<file path="config.mk">
export PLATFORM = sky130hd
export DESIGN_NAME = contrast_pwm_gen
export DESIGN_NICKNAME = d
export VERILOG_FILES = /design/src/rtl/contrast_pkg.sv /design/src/rtl/contrast_btn_sync.sv /design/src/rtl/contrast_timebase.sv /design/src/rtl/contrast_duty_ctl.sv /design/src/rtl/contrast_pwm_core.sv /design/src/rtl/contrast_pwm_gen.sv
export SDC_FILE = /design/constraint.sdc
export NUM_CORES = 1
export LEC_CHECK = 0
export BUFFER_PORTS_ARGS = -buffer_cell sky130_fd_sc_hd__buf_2
export CAP_MARGIN = 30
export CORE_MARGIN = 2
export CORE_UTILIZATION = 55
export DETAILED_ROUTE_END_ITERATION = 10
export HOLD_SLACK_MARGIN = 0.05
export PLACE_DENSITY = 0.73
export SYNTH_ARGS = -nofsm -noshare
export SYNTH_HDL_FRONTEND = slang
export SYNTH_SLANG_ARGS = --single-unit
</file>
<file path="constraint.sdc">
create_clock -name clk_i -period 2.45 [get_ports clk_i]
set_clock_uncertainty 0.1 [all_clocks]
set_input_delay 0.1225 -clock clk_i [delete_from_list [all_inputs] [get_ports clk_i]]
set_output_delay 0.1225 -clock clk_i [all_outputs]
set_load 0.05 [all_outputs]
</file>
<file path="src/rtl/contrast_pkg.sv">
package contrast_pkg;

    // Index of each button inside the packed button vectors
    localparam int unsigned BTN_UP  = 0;
    localparam int unsigned BTN_DN  = 1;
    localparam int unsigned NUM_BTN = 2;

    // Adjustment decided on a poll tick
    typedef enum logic [1:0] {
        ADJ_KEEP  = 2'd0,
        ADJ_RAISE = 2'd1,
        ADJ_LOWER = 2'd2
    } adj_e;

endpackage

</file>
<file path="src/rtl/contrast_btn_sync.sv">
module contrast_btn_sync #(
    parameter int unsigned WIDTH = 2
) (
    input  logic             clk_i,
    input  logic             rst_ni,
    input  logic [WIDTH-1:0] btn_ni,
    output logic [WIDTH-1:0] held_o
);

    // Two-stage synchroniser per button; reset value is "released" (high)
    typedef struct packed {
        logic [WIDTH-1:0] meta;
        logic [WIDTH-1:0] stab;
    } sync_st_t;

    sync_st_t st_d, st_q;

    always_comb begin
        st_d      = st_q;
        st_d.meta = btn_ni;
        st_d.stab = st_q.meta;
    end

    always_ff @(posedge clk_i) begin
        if (!rst_ni) begin
            st_q.meta <= {WIDTH{1'b1}};
            st_q.stab <= {WIDTH{1'b1}};
        end else begin
            st_q <= st_d;
        end
    end

    // Active-high "held" view of the synchronised levels
    assign held_o = ~st_q.stab;

endmodule

</file>
<file path="src/rtl/contrast_timebase.sv">
module contrast_timebase #(
    parameter int unsigned CLK_PER_STEP = 125,
    parameter int unsigned POLL_STEPS   = 50000
) (
    input  logic clk_i,
    input  logic rst_ni,
    output logic step_tick_o,
    output logic poll_tick_o
);

    localparam int unsigned PRE_W  = (CLK_PER_STEP > 1) ? $clog2(CLK_PER_STEP) : 1;
    localparam int unsigned POLL_W = (POLL_STEPS > 1)   ? $clog2(POLL_STEPS)   : 1;
    localparam logic [PRE_W-1:0]  PRE_LAST  = PRE_W'(CLK_PER_STEP - 1);
    localparam logic [POLL_W-1:0] POLL_LAST = POLL_W'(POLL_STEPS - 1);

    // Step prescaler: one pulse every CLK_PER_STEP clocks
    if (CLK_PER_STEP > 1) begin : g_prescale
        logic [PRE_W-1:0] pre_d, pre_q;

        always_comb begin
            pre_d = pre_q;
            if (pre_q == PRE_LAST) pre_d = '0;
            else                   pre_d = pre_q + PRE_W'(1);
        end

        always_ff @(posedge clk_i) begin
            if (!rst_ni) pre_q <= '0;
            else         pre_q <= pre_d;
        end

        assign step_tick_o = (pre_q == PRE_LAST);
    end else begin : g_no_prescale
        assign step_tick_o = 1'b1;
    end

    // Poll divider: one pulse every POLL_STEPS steps
    if (POLL_STEPS > 1) begin : g_poll_div
        logic [POLL_W-1:0] poll_d, poll_q;

        always_comb begin
            poll_d = poll_q;
            if (step_tick_o) begin
                if (poll_q == POLL_LAST) poll_d = '0;
                else                     poll_d = poll_q + POLL_W'(1);
            end
        end

        always_ff @(posedge clk_i) begin
            if (!rst_ni) poll_q <= '0;
            else         poll_q <= poll_d;
        end

        assign poll_tick_o = step_tick_o && (poll_q == POLL_LAST);
    end else begin : g_poll_every_step
        assign poll_tick_o = step_tick_o;
    end

endmodule

</file>
<file path="src/rtl/contrast_duty_ctl.sv">
module contrast_duty_ctl
    import contrast_pkg::*;
#(
    parameter int unsigned DUTY_W    = 5,
    parameter int unsigned DUTY_MIN  = 3,
    parameter int unsigned DUTY_MAX  = 19,
    parameter int unsigned DUTY_INIT = 10
) (
    input  logic              clk_i,
    input  logic              rst_ni,
    input  logic              poll_tick_i,
    input  logic              held_up_i,
    input  logic              held_dn_i,
    output logic [DUTY_W-1:0] duty_o
);

    localparam logic [DUTY_W-1:0] LIM_LO = DUTY_W'(DUTY_MIN);
    localparam logic [DUTY_W-1:0] LIM_HI = DUTY_W'(DUTY_MAX);
    localparam logic [DUTY_W-1:0] START  = DUTY_W'(DUTY_INIT);

    typedef struct packed {
        logic [DUTY_W-1:0] duty;
    } duty_st_t;

    duty_st_t st_d, st_q;
    adj_e     adj;

    // Raise is examined first; lower only when raise is not held
    always_comb begin
        adj = ADJ_KEEP;
        if (held_up_i)      adj = ADJ_RAISE;
        else if (held_dn_i) adj = ADJ_LOWER;
    end

    always_comb begin
        st_d = st_q;
        if (poll_tick_i) begin
            unique case (adj)
                ADJ_RAISE: if (st_q.duty < LIM_HI) st_d.duty = st_q.duty + DUTY_W'(1);
                ADJ_LOWER: if (st_q.duty > LIM_LO) st_d.duty = st_q.duty - DUTY_W'(1);
                default:   st_d.duty = st_q.duty;
            endcase
        end
    end

    always_ff @(posedge clk_i) begin
        if (!rst_ni) st_q.duty <= START;
        else         st_q      <= st_d;
    end

    assign duty_o = st_q.duty;

endmodule

</file>
<file path="src/rtl/contrast_pwm_core.sv">
module contrast_pwm_core #(
    parameter int unsigned PERIOD_STEPS = 20,
    parameter int unsigned DUTY_W       = 5,
    parameter int unsigned DUTY_INIT    = 10
) (
    input  logic                            clk_i,
    input  logic                            rst_ni,
    input  logic                            step_tick_i,
    input  logic [DUTY_W-1:0]               duty_i,
    output logic                            pwm_o,
    output logic [$clog2(PERIOD_STEPS)-1:0] step_cnt_o,
    output logic [DUTY_W-1:0]               act_duty_o
);

    localparam int unsigned       CNT_W    = $clog2(PERIOD_STEPS);
    localparam logic [CNT_W-1:0]  CNT_LAST = CNT_W'(PERIOD_STEPS - 1);
    localparam logic [DUTY_W-1:0] PER_D    = DUTY_W'(PERIOD_STEPS);

    typedef struct packed {
        logic [CNT_W-1:0]  cnt;
        logic [DUTY_W-1:0] act;
    } pwm_st_t;

    pwm_st_t st_d, st_q;
    logic    wrap;
    logic [DUTY_W-1:0] thresh;

    assign wrap = step_tick_i && (st_q.cnt == CNT_LAST);

    always_comb begin
        st_d = st_q;
        if (step_tick_i) begin
            if (wrap) st_d.cnt = '0;
            else      st_d.cnt = st_q.cnt + CNT_W'(1);
        end
        // New duty is taken only as a fresh period begins
        if (wrap) st_d.act = duty_i;
    end

    always_ff @(posedge clk_i) begin
        if (!rst_ni) begin
            st_q.cnt <= '0;
            st_q.act <= DUTY_W'(DUTY_INIT);
        end else begin
            st_q <= st_d;
        end
    end

    // Low first, high for the last act steps, falling at the wrap
    assign thresh     = PER_D - st_q.act;
    assign pwm_o      = (DUTY_W'(st_q.cnt) >= thresh);
    assign step_cnt_o = st_q.cnt;
    assign act_duty_o = st_q.act;

endmodule

</file>
<file path="src/rtl/contrast_pwm_gen.sv">
module contrast_pwm_gen
    import contrast_pkg::*;
#(
    parameter int unsigned CLK_PER_STEP = 125,
    parameter int unsigned PERIOD_STEPS = 20,
    parameter int unsigned POLL_STEPS   = 50000,
    parameter int unsigned DUTY_MIN     = 3,
    parameter int unsigned DUTY_MAX     = 19,
    parameter int unsigned DUTY_INIT    = 10
) (
    input  logic                              clk_i,
    input  logic                              rst_ni,
    input  logic                              btn_up_ni,
    input  logic                              btn_dn_ni,
    output logic                              pwm_o,
    output logic [$clog2(PERIOD_STEPS+1)-1:0] duty_o
);

    localparam int unsigned DUTY_W = $clog2(PERIOD_STEPS + 1);
    localparam int unsigned CNT_W  = $clog2(PERIOD_STEPS);

    logic [NUM_BTN-1:0] btn_n;
    logic [NUM_BTN-1:0] held;
    logic               held_up;
    logic               held_dn;
    logic               step_tick;
    logic               poll_tick;
    logic [CNT_W-1:0]   step_cnt;
    logic [DUTY_W-1:0]  act_duty;
    logic [DUTY_W-1:0]  duty_req;

    assign btn_n[BTN_UP] = btn_up_ni;
    assign btn_n[BTN_DN] = btn_dn_ni;
    assign held_up       = held[BTN_UP];
    assign held_dn       = held[BTN_DN];

    contrast_btn_sync #(
        .WIDTH (NUM_BTN)
    ) u_sync (
        .clk_i  (clk_i),
        .rst_ni (rst_ni),
        .btn_ni (btn_n),
        .held_o (held)
    );

    contrast_timebase #(
        .CLK_PER_STEP (CLK_PER_STEP),
        .POLL_STEPS   (POLL_STEPS)
    ) u_timebase (
        .clk_i       (clk_i),
        .rst_ni      (rst_ni),
        .step_tick_o (step_tick),
        .poll_tick_o (poll_tick)
    );

    contrast_duty_ctl #(
        .DUTY_W    (DUTY_W),
        .DUTY_MIN  (DUTY_MIN),
        .DUTY_MAX  (DUTY_MAX),
        .DUTY_INIT (DUTY_INIT)
    ) u_duty (
        .clk_i       (clk_i),
        .rst_ni      (rst_ni),
        .poll_tick_i (poll_tick),
        .held_up_i   (held_up),
        .held_dn_i   (held_dn),
        .duty_o      (duty_req)
    );

    contrast_pwm_core #(
        .PERIOD_STEPS (PERIOD_STEPS),
        .DUTY_W       (DUTY_W),
        .DUTY_INIT    (DUTY_INIT)
    ) u_pwm (
        .clk_i       (clk_i),
        .rst_ni      (rst_ni),
        .step_tick_i (step_tick),
        .duty_i      (duty_req),
        .pwm_o       (pwm_o),
        .step_cnt_o  (step_cnt),
        .act_duty_o  (act_duty)
    );

    assign duty_o = duty_req;

endmodule

</file>
# [After elaboration in Yosys (flattened, before gate mapping)]
# Index checks and enable logic that the tools add are counted.
[totals] input_bits=4 register_bits=42 out_inout_bits=6
[classes] muxes=7 n_eq_ne=7 bitwise=2 order_cmp=3 add_sub_neg=6 n_reduce_logical=5
[ops] op="adder 16 x 1 -> 16 bit (second input constant)" n=1
[ops] op="equality test 16 bit (second input constant)" n=1
[ops] op="2-to-1 mux 16 bit" n=1
[ops] op="2-to-1 mux 5 bit" n=3
[ops] op="adder 5 x 1 -> 5 bit (second input constant)" n=2
[ops] op="one-hot mux 5 bit (2 select lines)" n=1
[ops] op="adder 7 x 1 -> 7 bit (second input constant)" n=1
[ops] op="equality test 7 bit (second input constant)" n=1
[ops] op="equality test 5 bit (second input constant)" n=1
[ops] op=">= comparator 5 bit" n=1
[ops] op="> comparator 5 x 2 -> 1 bit (second input constant)" n=1
[ops] op="< comparator 5 bit (second input constant)" n=1
[ops] op="subtractor 5 x 1 -> 5 bit (second input constant)" n=1
[ops] op="subtractor 5 bit (first input constant)" n=1
[ops] op="2-to-1 mux 2 bit" n=2
[ops] op="!= test 2 x 1 -> 1 bit (second input constant)" n=2
[ops] op="AND reduction 4 bit" n=1
[ops] op="equality test 2 x 1 -> 1 bit (second input constant)" n=1
[ops] op="equality test 2 bit (second input constant)" n=1
[ops] op="logical AND 1 bit" n=2
[ops] op="NOT 2 bit" n=1
[ops] op="nonzero test 2 bit" n=1
[ops] op="OR reduction 2 bit" n=1
[ops] op="NOT 1 bit" n=1

# [Logic depth before layout (Yosys ltp)]
# Gate-level depths: netlist of run 1.
[depth] depth_word=6 ltp_mapped=8

# [Cells and area by module]
# From an unflattened synthesis of run 1, not the netlist that was laid out.
[unflattened] cells_unflattened=253 area_unflattened_um2=2213.4
[modules_own_cells] module="contrast_timebase" area_per_inst_um2=1132.3 seq_area_each_um2=460.4 instances=1 cells_each=132
[modules_own_cells] module="contrast_pwm_core" area_per_inst_um2=614.3 seq_area_each_um2=200.2 instances=1 cells_each=68
[modules_own_cells] module="contrast_duty_ctl" area_per_inst_um2=354.1 seq_area_each_um2=100.1 instances=1 cells_each=43
[modules_own_cells] module="contrast_btn_sync" area_per_inst_um2=112.6 seq_area_each_um2=80.1 instances=1 cells_each=10

# [Worst setup path before layout of run 1]
# OpenSTA, ideal clock, no wires.
[synth_path] kind="reg-to-reg" start="register u_duty.st_q (netlist bit u_duty.duty_o[0])" end="register u_duty.st_q (netlist bit u_duty.duty_o[4])" t_arrival_ns=2.080 setup_time_ns=0.072 required_time_ns=2.278 slack_ns=0.198 path_buffers=0 stages_incl_launch_ff=8 cell_sequence="dfxtp_1 inv_1 fa_1 nand2b_1 a21oi_1 xnor2_1 or3_1 a21oi_1"
[synth_between] elab_chain_len=3 word_cells_on_any_way=10 classes_between="add/sub: 2; order compare: 2; eq/ne: 2; mux: 3; reduce/logical: 1"
[synth_lines] item="start: declaration" line="contrast_duty_ctl.sv:25" source="duty_st_t st_d, st_q;"
[synth_lines] item="start signal: assignment" line="contrast_duty_ctl.sv:48" source="else st_q <= st_d;"
[synth_lines] item="subtractor 5 x 1 -> 5 bit, or another cell as far along" line="contrast_duty_ctl.sv:40" source="ADJ_LOWER: if (st_q.duty > LIM_LO) st_d.duty = st_q.duty - DUTY_W'(1);"
[synth_lines] item="2-to-1 mux 5 bit, or another cell as far along" line="contrast_duty_ctl.sv:40"
[synth_lines] item="one-hot mux 5 bit (2 select lines) or AND reduction 4 bit (tied branches)"
# Several ways; a longest one is shown, not always the timed one. The select of a mux whose other input is x is not followed.
# A chain may end at the register's enable or synchronous reset.

# [Final worst setup path of run 1]
[layout_path] start="register u_pwm.st_q (netlist bit u_pwm.act_duty_o[0])" end="output pwm_o"
[layout_between] elab_chain_len=2
[layout_lines] item="start: declaration" line="contrast_pwm_core.sv:24" source="pwm_st_t st_d, st_q;"
[layout_lines] item="start signal: assignment" line="contrast_pwm_core.sv:45" source="st_q <= st_d;"
[layout_lines] item="subtractor 5 bit" line="contrast_pwm_core.sv:50" source="assign thresh = PER_D - st_q.act;"
[layout_lines] item=">= comparator 5 bit" line="contrast_pwm_core.sv:51" source="assign pwm_o = (DUTY_W'(st_q.cnt) >= thresh);"
[layout_lines] item="end: declaration" line="contrast_pwm_gen.sv:15" source="output logic pwm_o,"
# Every way passes these cells.

==> results of run 1 <==
[per-stage QoR]
step / power [µW] / cell area (µm²) / util (%) / worst slack (ns) / hold WS [ns]
after floorplan: 740 / 2050 / - / 0.198 / 0.0955
after global placement: 750 / 2160 / 59.6 / 0.454 / 0.202
after detailed placement: 751 / 2160 / 59.6 / 0.443 / 0.209
after CTS: 1160 / 2260 / 62.2 / 0.253 / 0.0603
after global routing: 1200 / 2260 / 62.2 / 0.0511 / 0.0738
final: 1150 / 2260 / 62.2 / 0.263 / 0.0630
[cell usage in the layout, fill, tap and decap left out, types with 9 or more instances in the layout]
cell	instances
xor2_1	15
a21oi_1	11
buf_2	9
xnor2_1	14
dfxtp_1	42
nor2_1	34
ha_1	13
nand3_1	12
nand2_1	23
inv_1	11
[report_power, final]
| part | leakage, µW | switching [µW] | total [µW] | internal [µW] |
|---|---|---|---|---|
| registers | 0.000340 | 5.12 | 695 | 689 |
| clock network | 0.0000383 | 215 | 411 | 196 |
| logic | 0.000577 | 25.0 | 42.8 | 17.7 |
| total | 0.000955 | 245 | 1150 | 903 |
[kinds of logic after synthesis]
family	share of synthesized area, %
compound gates	7.81
buf+inv	2.87
xor+xnor	12.4
flops	41.0
simple gates	24.5
mux	2.50
fa+ha+maj	8.91
[area by class of cell]
class | instances | area share [%]
sequential | 42 | 37.2
clock buffer | 7 | 3.38
inverter | 12 | 1.99
tap | 48 | 2.66
timing repair buffer | 14 | 3.87
multi-input combinational | 171 | 50.9
[state kept, by name, indices dropped and copies added (netlist names)]
name	flops
u_timebase.g_poll_div.poll_q	16
u_duty.duty_o	5
u_pwm.step_cnt_o	5
u_timebase.g_prescale.pre_q	7
u_sync.st_d	2
u_pwm.act_duty_o	5
u_sync.st_q	2
[path summary, 6_finish.rpt]
check / start / to / depth (start not counted)
hold / removal: rst_ni / u_pwm.act_duty_o[3] / 2
setup reg to reg: u_sync.st_q[0] / u_duty.duty_o[4] / 8
hold reg to reg: u_sync.st_d[1] / u_sync.st_q[1] / 1
setup / recovery: u_pwm.act_duty_o[0] / pwm_o / 9
[critical path, cell delays in order (launching register included)]
cell and delay [ns]:
dfxtp_1 0.38, inv_1 0.06, ha_1 0.27, inv_1 0.04, ha_1 0.26, a21oi_1 0.12
nor2b_1 0.05, o21ai_0 0.18, a21oi_1 0.09, buf_2 0.21
[metal layers]
layer | share of wire (%) | global-route usage (%)
met5 | 0 | 0
met4 | 0.98 | 6.25
met3 | 2.6 | 6.25
met2 | 45 | 31.6
met1 | 51 | 25.6
[cell usage after synthesis (all sizes together), types with 3 or more instances]
master   n
xor2    15
nand3   12
inv     11
a21oi   11
nor2    35
o211ai   3
nand2b   6
o21ai    3
mux2i    4
nand2   23
dfxtp   42
xnor2   14
and3     8
ha      13
nand4    3
[what timing repair did]
item / 4_1_cts / 5_1_grt
resized for setup: 0 / 0
endpoints found under the hold margin: 2 / 0
hold buffers: 2 / 0
==> results_dict.tcl, run 1 <==
set metrics [dict create \
    grt_pass1_wl_um 6430 \
    reg2reg_slack_ns 0.43 \
    layout.cells.non_filler 294 \
    cts.reportedPaths.clkPinSlew_ns 0.07 \
    nNetsFinal 264 \
    synth_edf_count 0 \
    vias 1504 \
    io_pins 10 \
    finalSetupTns_ns 0 \
    vdd_drop_max_mv 0.437 \
    synth-seq-cells 42 \
    cts_num_sinks 42 \
    synth.yosys.seq_area_share_pct 41.0 \
    synthFlopType "dfxtp_1" \
    drtAntennaViolNets 0 \
    syn_avg_cell_area_um2 8.99 \
    setup_viol 0 \
    placed_cells 285 \
    max_freq_mhz 457 \
    status "complete, no violations" \
    synthDistinctLibCells 39 \
    critPathKind "flop to output port" \
    rsz0062_at_grt "false" \
    synth_top_cell_area_share_pct 41.0 \
    start_kind "flop" \
    period_needed_ns 2.19 \
    cap_viol_max_count 0 \
    max-slew-margin-rel_pct 63.9 \
    power_density_nw_per_um2 508 \
    core_area_um2 3630 \
    multi_input_area_um2 1150 \
    grt_pass1_vias 1456 \
    worst-path-max-fanout 4 \
    hold_violations 0 \
    cts_root_buffer "clkbuf_8" \
    fin_crit_sh_pct 89.3 \
    cp.required_ns 2.23 \
    post_cts.repair.setup_buffers 0 \
    gp_congestion 0.787 \
    syn-num-nets 246 \
    clk_path_buf_depth 2 \
    rows 22 \
    htree_levels 2 \
    hpwlAfterDp_um 2450 \
    wl_um 3480 \
    p_leak_uw 0.000955 \
    worstHoldPathType "primary input to flop" \
    synth-async-reset-ratio_pct 0 \
    layout-drive-gt1-share_pct 9.76 \
    initial_core_util_pct 56.4 \
    clkLatencyLatePin_ns 0.29 \
    grt_antenna_before_repair 0 \
    syn2layout_area_growth_pct 10.3 \
    cts_buffers 5 \
    die_h_um 65.1 \
    syn_inst 228 \
    synth_area_leaders "dfxtp_1, ha_1, xor2_1" \
    grt_max_degree 17 \
    grt_overflow 0 \
    vias_per_cell 5.12 \
    cts_tree "yes" \
    syn_area_um2 2050 \
    critPathArrivalTime_ns 1.96 \
    synth-warning-count 0 \
    end_kind "output port" \
    synth_area_leader_cell "dfxtp_1" \
    fill_cells 335 \
    io_buffers 9 \
    die-area_um2 4230 \
    antennaDiodeCount 0 \
    die_x_um 65.1 \
    drv_slew 0 \
    grt_usage_pct 19.8 \
    first_pass_iters 4 \
    drc_errors 0 \
    wl_per_cell_um 11.9 \
    register_area_um2 841 \
    worst_pin_slew_ns 0.537 \
    drt_iter0_drc 49 \
]
No activity file was read; power rests on OpenSTA's default activity.
==> run 2, diff against run 1 <==
--- a/config.mk
+++ b/config.mk
@@ -11,7 +11,7 @@
 export CORE_UTILIZATION = 55
 export DETAILED_ROUTE_END_ITERATION = 10
 export HOLD_SLACK_MARGIN = 0.05
-export PLACE_DENSITY = 0.73
+export PLACE_DENSITY = 0.78
 export SYNTH_ARGS = -nofsm -noshare
 export SYNTH_HDL_FRONTEND = slang
 export SYNTH_SLANG_ARGS = --single-unit
==> results_dict.tcl, run 2 (same netlist as run 1, synthesis figures left out) <==
set metrics [dict create \
    cpPeakStageDelay_ns 0.37 \
    largest_reg_flops 16 \
    post-route-util_pct 62.4 \
    cts_buffers 5 \
    gp_congestion 0.785 \
    layout.cells.non_filler 294 \
    cts_root_buffer "clkbuf_8" \
    critical_path_depth 8 \
    period_needed_ns 2.13 \
    grt_antenna_before_repair 0 \
    htree_levels 2 \
    critPathArrivalTime_ns 1.91 \
    crit_chain "inv_1 > ha_1 > xnor2_1 > ha_1 > nor2b_1 > o21ai_0 > a21oi_1 > buf_2" \
    fin_crit_sh_pct 87.1 \
    stdcell_area_um2 2270 \
    top_regs "u_timebase.g_poll_div.poll_q: 16 flops, u_timebase.g_prescale.pre_q: 7 flops" \
    final_cell_mix "dfxtp_1, nor2_1, nand2_1" \
    grt_overflow 0 \
    place_area_um2 2160 \
    rsz0062_at_grt "false" \
    wl_per_cell_um 11.9 \
    die_x_um 65.1 \
    antennaDiodeCount 0 \
    cts_tree "yes" \
    vias 1503 \
    grt_usage_pct 19.7 \
    power_uw 1160 \
    drt_iter0_drc 71 \
    end_kind "output port" \
    max-slew-margin-rel_pct 61.7 \
    wl_met2_um 1570 \
    highest_layer "met4" \
    power_density_nw_per_um2 510 \
    cp.required_ns 2.23 \
    first_pass_iters 4 \
    grt_pass1_wl_um 6320 \
    regMostFlops "u_timebase.g_poll_div.poll_q" \
    vias_per_cell 5.11 \
    hold_violations 0 \
    cts_num_sinks 42 \
    met1_length_um 1750 \
    p_leak_uw 0.000953 \
    grt_pass1_vias 1489 \
    setup_viol 0 \
    die-area_um2 4230 \
    status "complete, no violations" \
    critPathKind "flop to output port" \
    post_cts.repair.setup_buffers 0 \
    layout-drive-gt1-share_pct 9.76 \
    io_buffers 9 \
    initial_core_util_pct 56.4 \
    cts.reportedPaths.clkPinSlew_ns 0.08 \
    worst_pin_slew_ns 0.570 \
    r2r.worst_path.cells 8 \
    max_freq_mhz 469 \
    nNetsFinal 264 \
    core_area_um2 3630 \
    cp_slowest_cell "dfxtp_1" \
    drtAntennaViolNets 0 \
    worst-path-buf-inv 2 \
    cts_resized 0 \
    worst-path-max-fanout 4 \
    min_from "u_sync.st_d[0]" \
    drv_slew 0 \
    clk_path_buf_depth 2 \
    cap_viol_max_count 0 \
    grt_max_degree 17 \
    startpoint "u_pwm.act_duty_o[0]" \
    start_kind "flop" \
    path_delay_family "adder cells" \
    worstHoldPathType "flop to flop" \
    met3_wirelength_um 102 \
    vdd_drop_max_mv 0.393 \
    drc_errors 0 \
    die_h_um 65.1 \
    finalSetupTns_ns 0 \
    syn2layout_area_growth_pct 10.6 \
    hpwlAfterDp_um 2470 \
    rows 22 \
    r2r_start "u_sync.st_q[0]" \
    placed_cells 284 \
    clkLatencyLatePin_ns 0.30 \
    min_path_cells 1 \
    reg2reg_slack_ns 0.42 \
    cp_common_cell "ha_1" \
    io_pins 10 \
    wl_um 3490 \
    final_common_cell "dfxtp_1" \
]
==> run 2: changes by cell type in the layout (fill, tap and decap cells not counted) <==
cell,delta
buf_4,-1
dlygate4sd3_1,+1
clkinvlp_4,+1
clkbuf_1,-1
==> run 2: repair_timing <==
action | in CTS | in global routing
hold buffers | 3 | 0
setup endpoints to repair | 0 | 0
endpoints found under the hold margin | 3 | 0
==> run 2: through the flow <==
| stage | worst slack, ns | hold slack, ns |
|---|---|---|
| detailed placement | 0.455 | 0.218 |
| global route | 0.128 | 0.332 |
| CTS | 0.286 | 0.319 |
| finish | 0.316 | 0.314 |
| floorplan | 0.198 | 0.0955 |
| global placement | 0.505 | 0.203 |
==> run 2: final timing paths <==
path / to
worst max-delay path: pwm_o
worst min-delay path: u_sync.st_q[0]
worst max register to register: u_duty.duty_o[4]
worst min register to register: u_sync.st_q[0]
==> run 2: area by class of cell <==
class / count / area, µm²
Timing Repair Buffer: 14 / 90.1
Multi-Input combinational cell: 171 / 1150
Clock buffer: 6 / 72.6
Tap cell: 48 / 60.1
Inverter: 12 / 45.0
Clock inverter: 1 / 7.51
Fill cell: 327 / 1370
Sequential cell: 42 / 841
==> run 2: routing by layer <==
layer | up-vias | global-route usage, %
met5 | - | 0
li1 | 801 | -
met2 | 14 | 31.4
met3 | 6 | 5.21
met4 | 0 | 10.2
met1 | 682 | 24.5
==> run 2: power by group <==
part | switching [µW] | total [µW] | internal, µW
Clock | 222 | 417 | 195
Combinational | 25.5 | 44.2 | 18.7
Sequential | 5.22 | 695 | 689
==> run 3, diff against run 2 <==
--- a/config.mk
+++ b/config.mk
@@ -11,7 +11,8 @@
 export CORE_UTILIZATION = 55
 export DETAILED_ROUTE_END_ITERATION = 10
 export HOLD_SLACK_MARGIN = 0.05
-export PLACE_DENSITY = 0.78
+export PLACE_DENSITY = 0.77
 export SYNTH_ARGS = -nofsm -noshare
 export SYNTH_HDL_FRONTEND = slang
+export SYNTH_HIERARCHICAL = 1
 export SYNTH_SLANG_ARGS = --single-unit
==> constraint.sdc (replaced) <==
create_clock -name clk_i -period 2.45 [get_ports clk_i]
set_clock_uncertainty 0.1 [all_clocks]
set_input_delay 0.49 -clock clk_i [delete_from_list [all_inputs] [get_ports clk_i]]
set_output_delay 0.49 -clock clk_i [all_outputs]
set_load 0.05 [all_outputs]
==> results_dict.tcl, run 3 <==
set metrics [dict create \
    fill_cells 328 \
    syn2layout_area_growth_pct 11.8 \
    hpwlAfterDp_um 2900 \
    grt_pass1_vias 1617 \
    synth.yosys.seq_area_share_pct 38.0 \
    nNetsFinal 289 \
    power_uw 1190 \
    whs_ns 0.270 \
    syn_area_um2 2210 \
    die_x_um 67.4 \
    cp_slowest_cell "dfxtp_2" \
    io_pins 10 \
    worst-path-buf-inv 3 \
    antennaDiodeCount 0 \
    rsz0062_at_grt "true" \
    synth-seq-cells 42 \
    layout.cells.non_filler 324 \
    top_regs "u_timebase/g_poll_div.poll_q: 16 flops, u_timebase/g_prescale.pre_q: 7 flops" \
    path_delay_family "adder cells" \
    ctsHoldBuffers 0 \
    placed_cells 315 \
    status "complete, no violations" \
    die-area_um2 4550 \
    io_buffers 9 \
    crit_chain "inv_2 > ha_4 > inv_1 > ha_1 > o211ai_1 > o21ai_1 > a21o_1 > buf_6" \
    synthDistinctLibCells 47 \
    max_freq_mhz 419 \
    cts.reportedPaths.clkPinSlew_ns 0.09 \
    final_common_cell "dfxtp_1" \
    vias_per_cell 5.51 \
    synth_top_cell_area_share_pct 38.0 \
    htree_levels 2 \
    vdd_drop_max_mv 0.441 \
    final_cell_mix "dfxtp_1, nor2_1, nand2_1" \
    grt_antenna_before_repair 0 \
    drtAntennaViolNets 0 \
    largest_reg_flops 16 \
    rows 23 \
    fin_crit_sh_pct 97.4 \
    cp.required_ns 1.86 \
    grt_pass1_wl_um 7050 \
    critPathArrivalTime_ns 1.80 \
    core_area_um2 3940 \
    layout-drive-gt1-share_pct 15.3 \
    grt_overflow 0 \
    worstHoldPathType "primary input to flop" \
    first_pass_iters 4 \
    syn_avg_cell_area_um2 8.75 \
    worst-path-max-fanout 3 \
    gp_congestion 0.891 \
    dp_worst_setup_slack_ns 0.0835 \
    p_leak_uw 0.000901 \
    synth-warning-count 6 \
    hold_violations 0 \
    period_needed_ns 2.39 \
    cts_tree "yes" \
    min_from "btn_dn_ni" \
    min_path_cells 2 \
    r2r.worst_path.cells 6 \
    cpPeakStageDelay_ns 0.35 \
    hold_path_end "u_sync/st_d[1]" \
    finalSetupTns_ns 0 \
    end_kind "output port" \
    synth_area_leaders "dfxtp_1, ha_1, xnor2_1" \
    syn_inst 253 \
    grt_usage_pct 20.4 \
    drv_slew 0 \
    r2r_start "u_timebase/g_poll_div.poll_q[11]" \
    drc_errors 0 \
    reg2reg_slack_ns 0.10 \
    critPathKind "flop to output port" \
    synth_area_leader_cell "dfxtp_1" \
    cap_viol_max_count 0 \
    vias 1784 \
    wl_per_cell_um 12.5 \
    synthFlopType "dfxtp_1" \
    cts_buffers 5 \
    grt_max_degree 19 \
    drt_iter0_drc 91 \
    worst_slack_ns 0.0637 \
    ys_top_cells_by_count "dfxtp_1, nor2_1, inv_1, nand2_1, a21oi_1" \
    syn-num-nets 269 \
    die_h_um 67.4 \
    max-slew-margin-rel_pct 69.5 \
    r2r-end "u_duty/duty_o[2]" \
    power_density_nw_per_um2 483 \
    wl_um 4060 \
    worst_pin_slew_ns 0.455 \
    start_kind "flop" \
    clk_path_buf_depth 2 \
    initial_core_util_pct 56.1 \
    cts_num_sinks 42 \
    synth-async-reset-ratio_pct 0 \
    synth_edf_count 0 \
    regMostFlops "u_timebase/g_poll_div.poll_q" \
    setup_viol 0 \
    yosys.cell_count.top_type "dfxtp_1" \
    cts_root_buffer "clkbuf_8" \
    clkLatencyLatePin_ns 0.29 \
]
[run 3: changes by cell type after synthesis, moves of 5 or more]
| cell | before | now |
|---|---|---|
| nor2_1 | 34 | 20 |
| xor2_1 | 15 | 7 |
| inv_1 | 11 | 18 |
| o21ai_0 | 3 | 12 |
| nand4_1 | 2 | 9 |
| nand2_1 | 23 | 18 |
| and3_1 | 8 | 1 |
| or3_1 | 1 | 6 |
[run 3: worst max-delay path by stage]
stage / from / to / slack (ns) / depth (start not counted)
floorplan: u_timebase/g_poll_div.poll_q[5] / u_duty/duty_o[2] / 0.14 / 6
global placement: u_timebase/g_poll_div.poll_q[11] / u_duty/duty_o[4] / 0.1 / 6
detailed placement: u_timebase/g_poll_div.poll_q[11] / u_duty/duty_o[4] / 0.08 / 6
CTS: u_pwm/act_duty_o[0] / pwm_o / 0.005 / 8
global route: u_pwm/act_duty_o[0] / pwm_o / -0.005 / 8
finish: u_pwm/act_duty_o[0] / pwm_o / 0.06 / 8
[run 3: through the flow]
step / cell area (µm²) / utilization [%]
floorplan: 2210 / -
global placement: 2340 / 59.4
detailed placement: 2340 / 59.4
CTS: 2450 / 62.2
global route: 2470 / 62.7
finish: 2470 / 62.7
[run 3: repair_timing]
action / CTS / global route
buffers inserted: 1 / 0
setup endpoints to repair: 1 / 4
pin swaps: 0 / 4
resized for setup: 4 / 7
[run 3: routing by layer]
layer	GRT usage (%)	share of wire (%)	wire length (µm)	vias to the layer above
li1	-	-	-	935
met2	32.7	45	1830	38
met5	0	0	0	-
met3	5.17	4.9	199	2
met4	7.14	0.66	27	0
met1	26.6	49	2010	809
[run 3: power by group]
group | leakage (µW) | total (µW) | switching (µW) | internal [µW]
clock | 0.0000408 | 456 | 253 | 204
combinational | 0.000520 | 44.3 | 26.5 | 17.8
sequential | 0.000340 | 694 | 4.69 | 689
total | 0.000901 | 1190 | 284 | 911
[run 3: kinds of logic after synthesis]
kind of cell,after synthesis,share of synthesized area [%]
and+or+nand+nor,106,27.5
AOI/OAI and AO/OA,44,12.3
adders and majority gates,12,6.78
DFF,42,38.0
buffers and inverters,22,4.41
xor gates and xnor gates,20,7.91
muxes,7,3.17
[run 3: final cells by class]
class | count | area [µm²] | area share (%)
multi-input combinational | 189 | 1300 | 52.4
sequential | 42 | 843 | 34.1
timing repair buffer | 17 | 111 | 4.50
clock buffer | 5 | 68.8 | 2.78
inverter | 18 | 67.6 | 2.73
tap | 50 | 62.6 | 2.53
clock inverter | 3 | 23.8 | 0.961
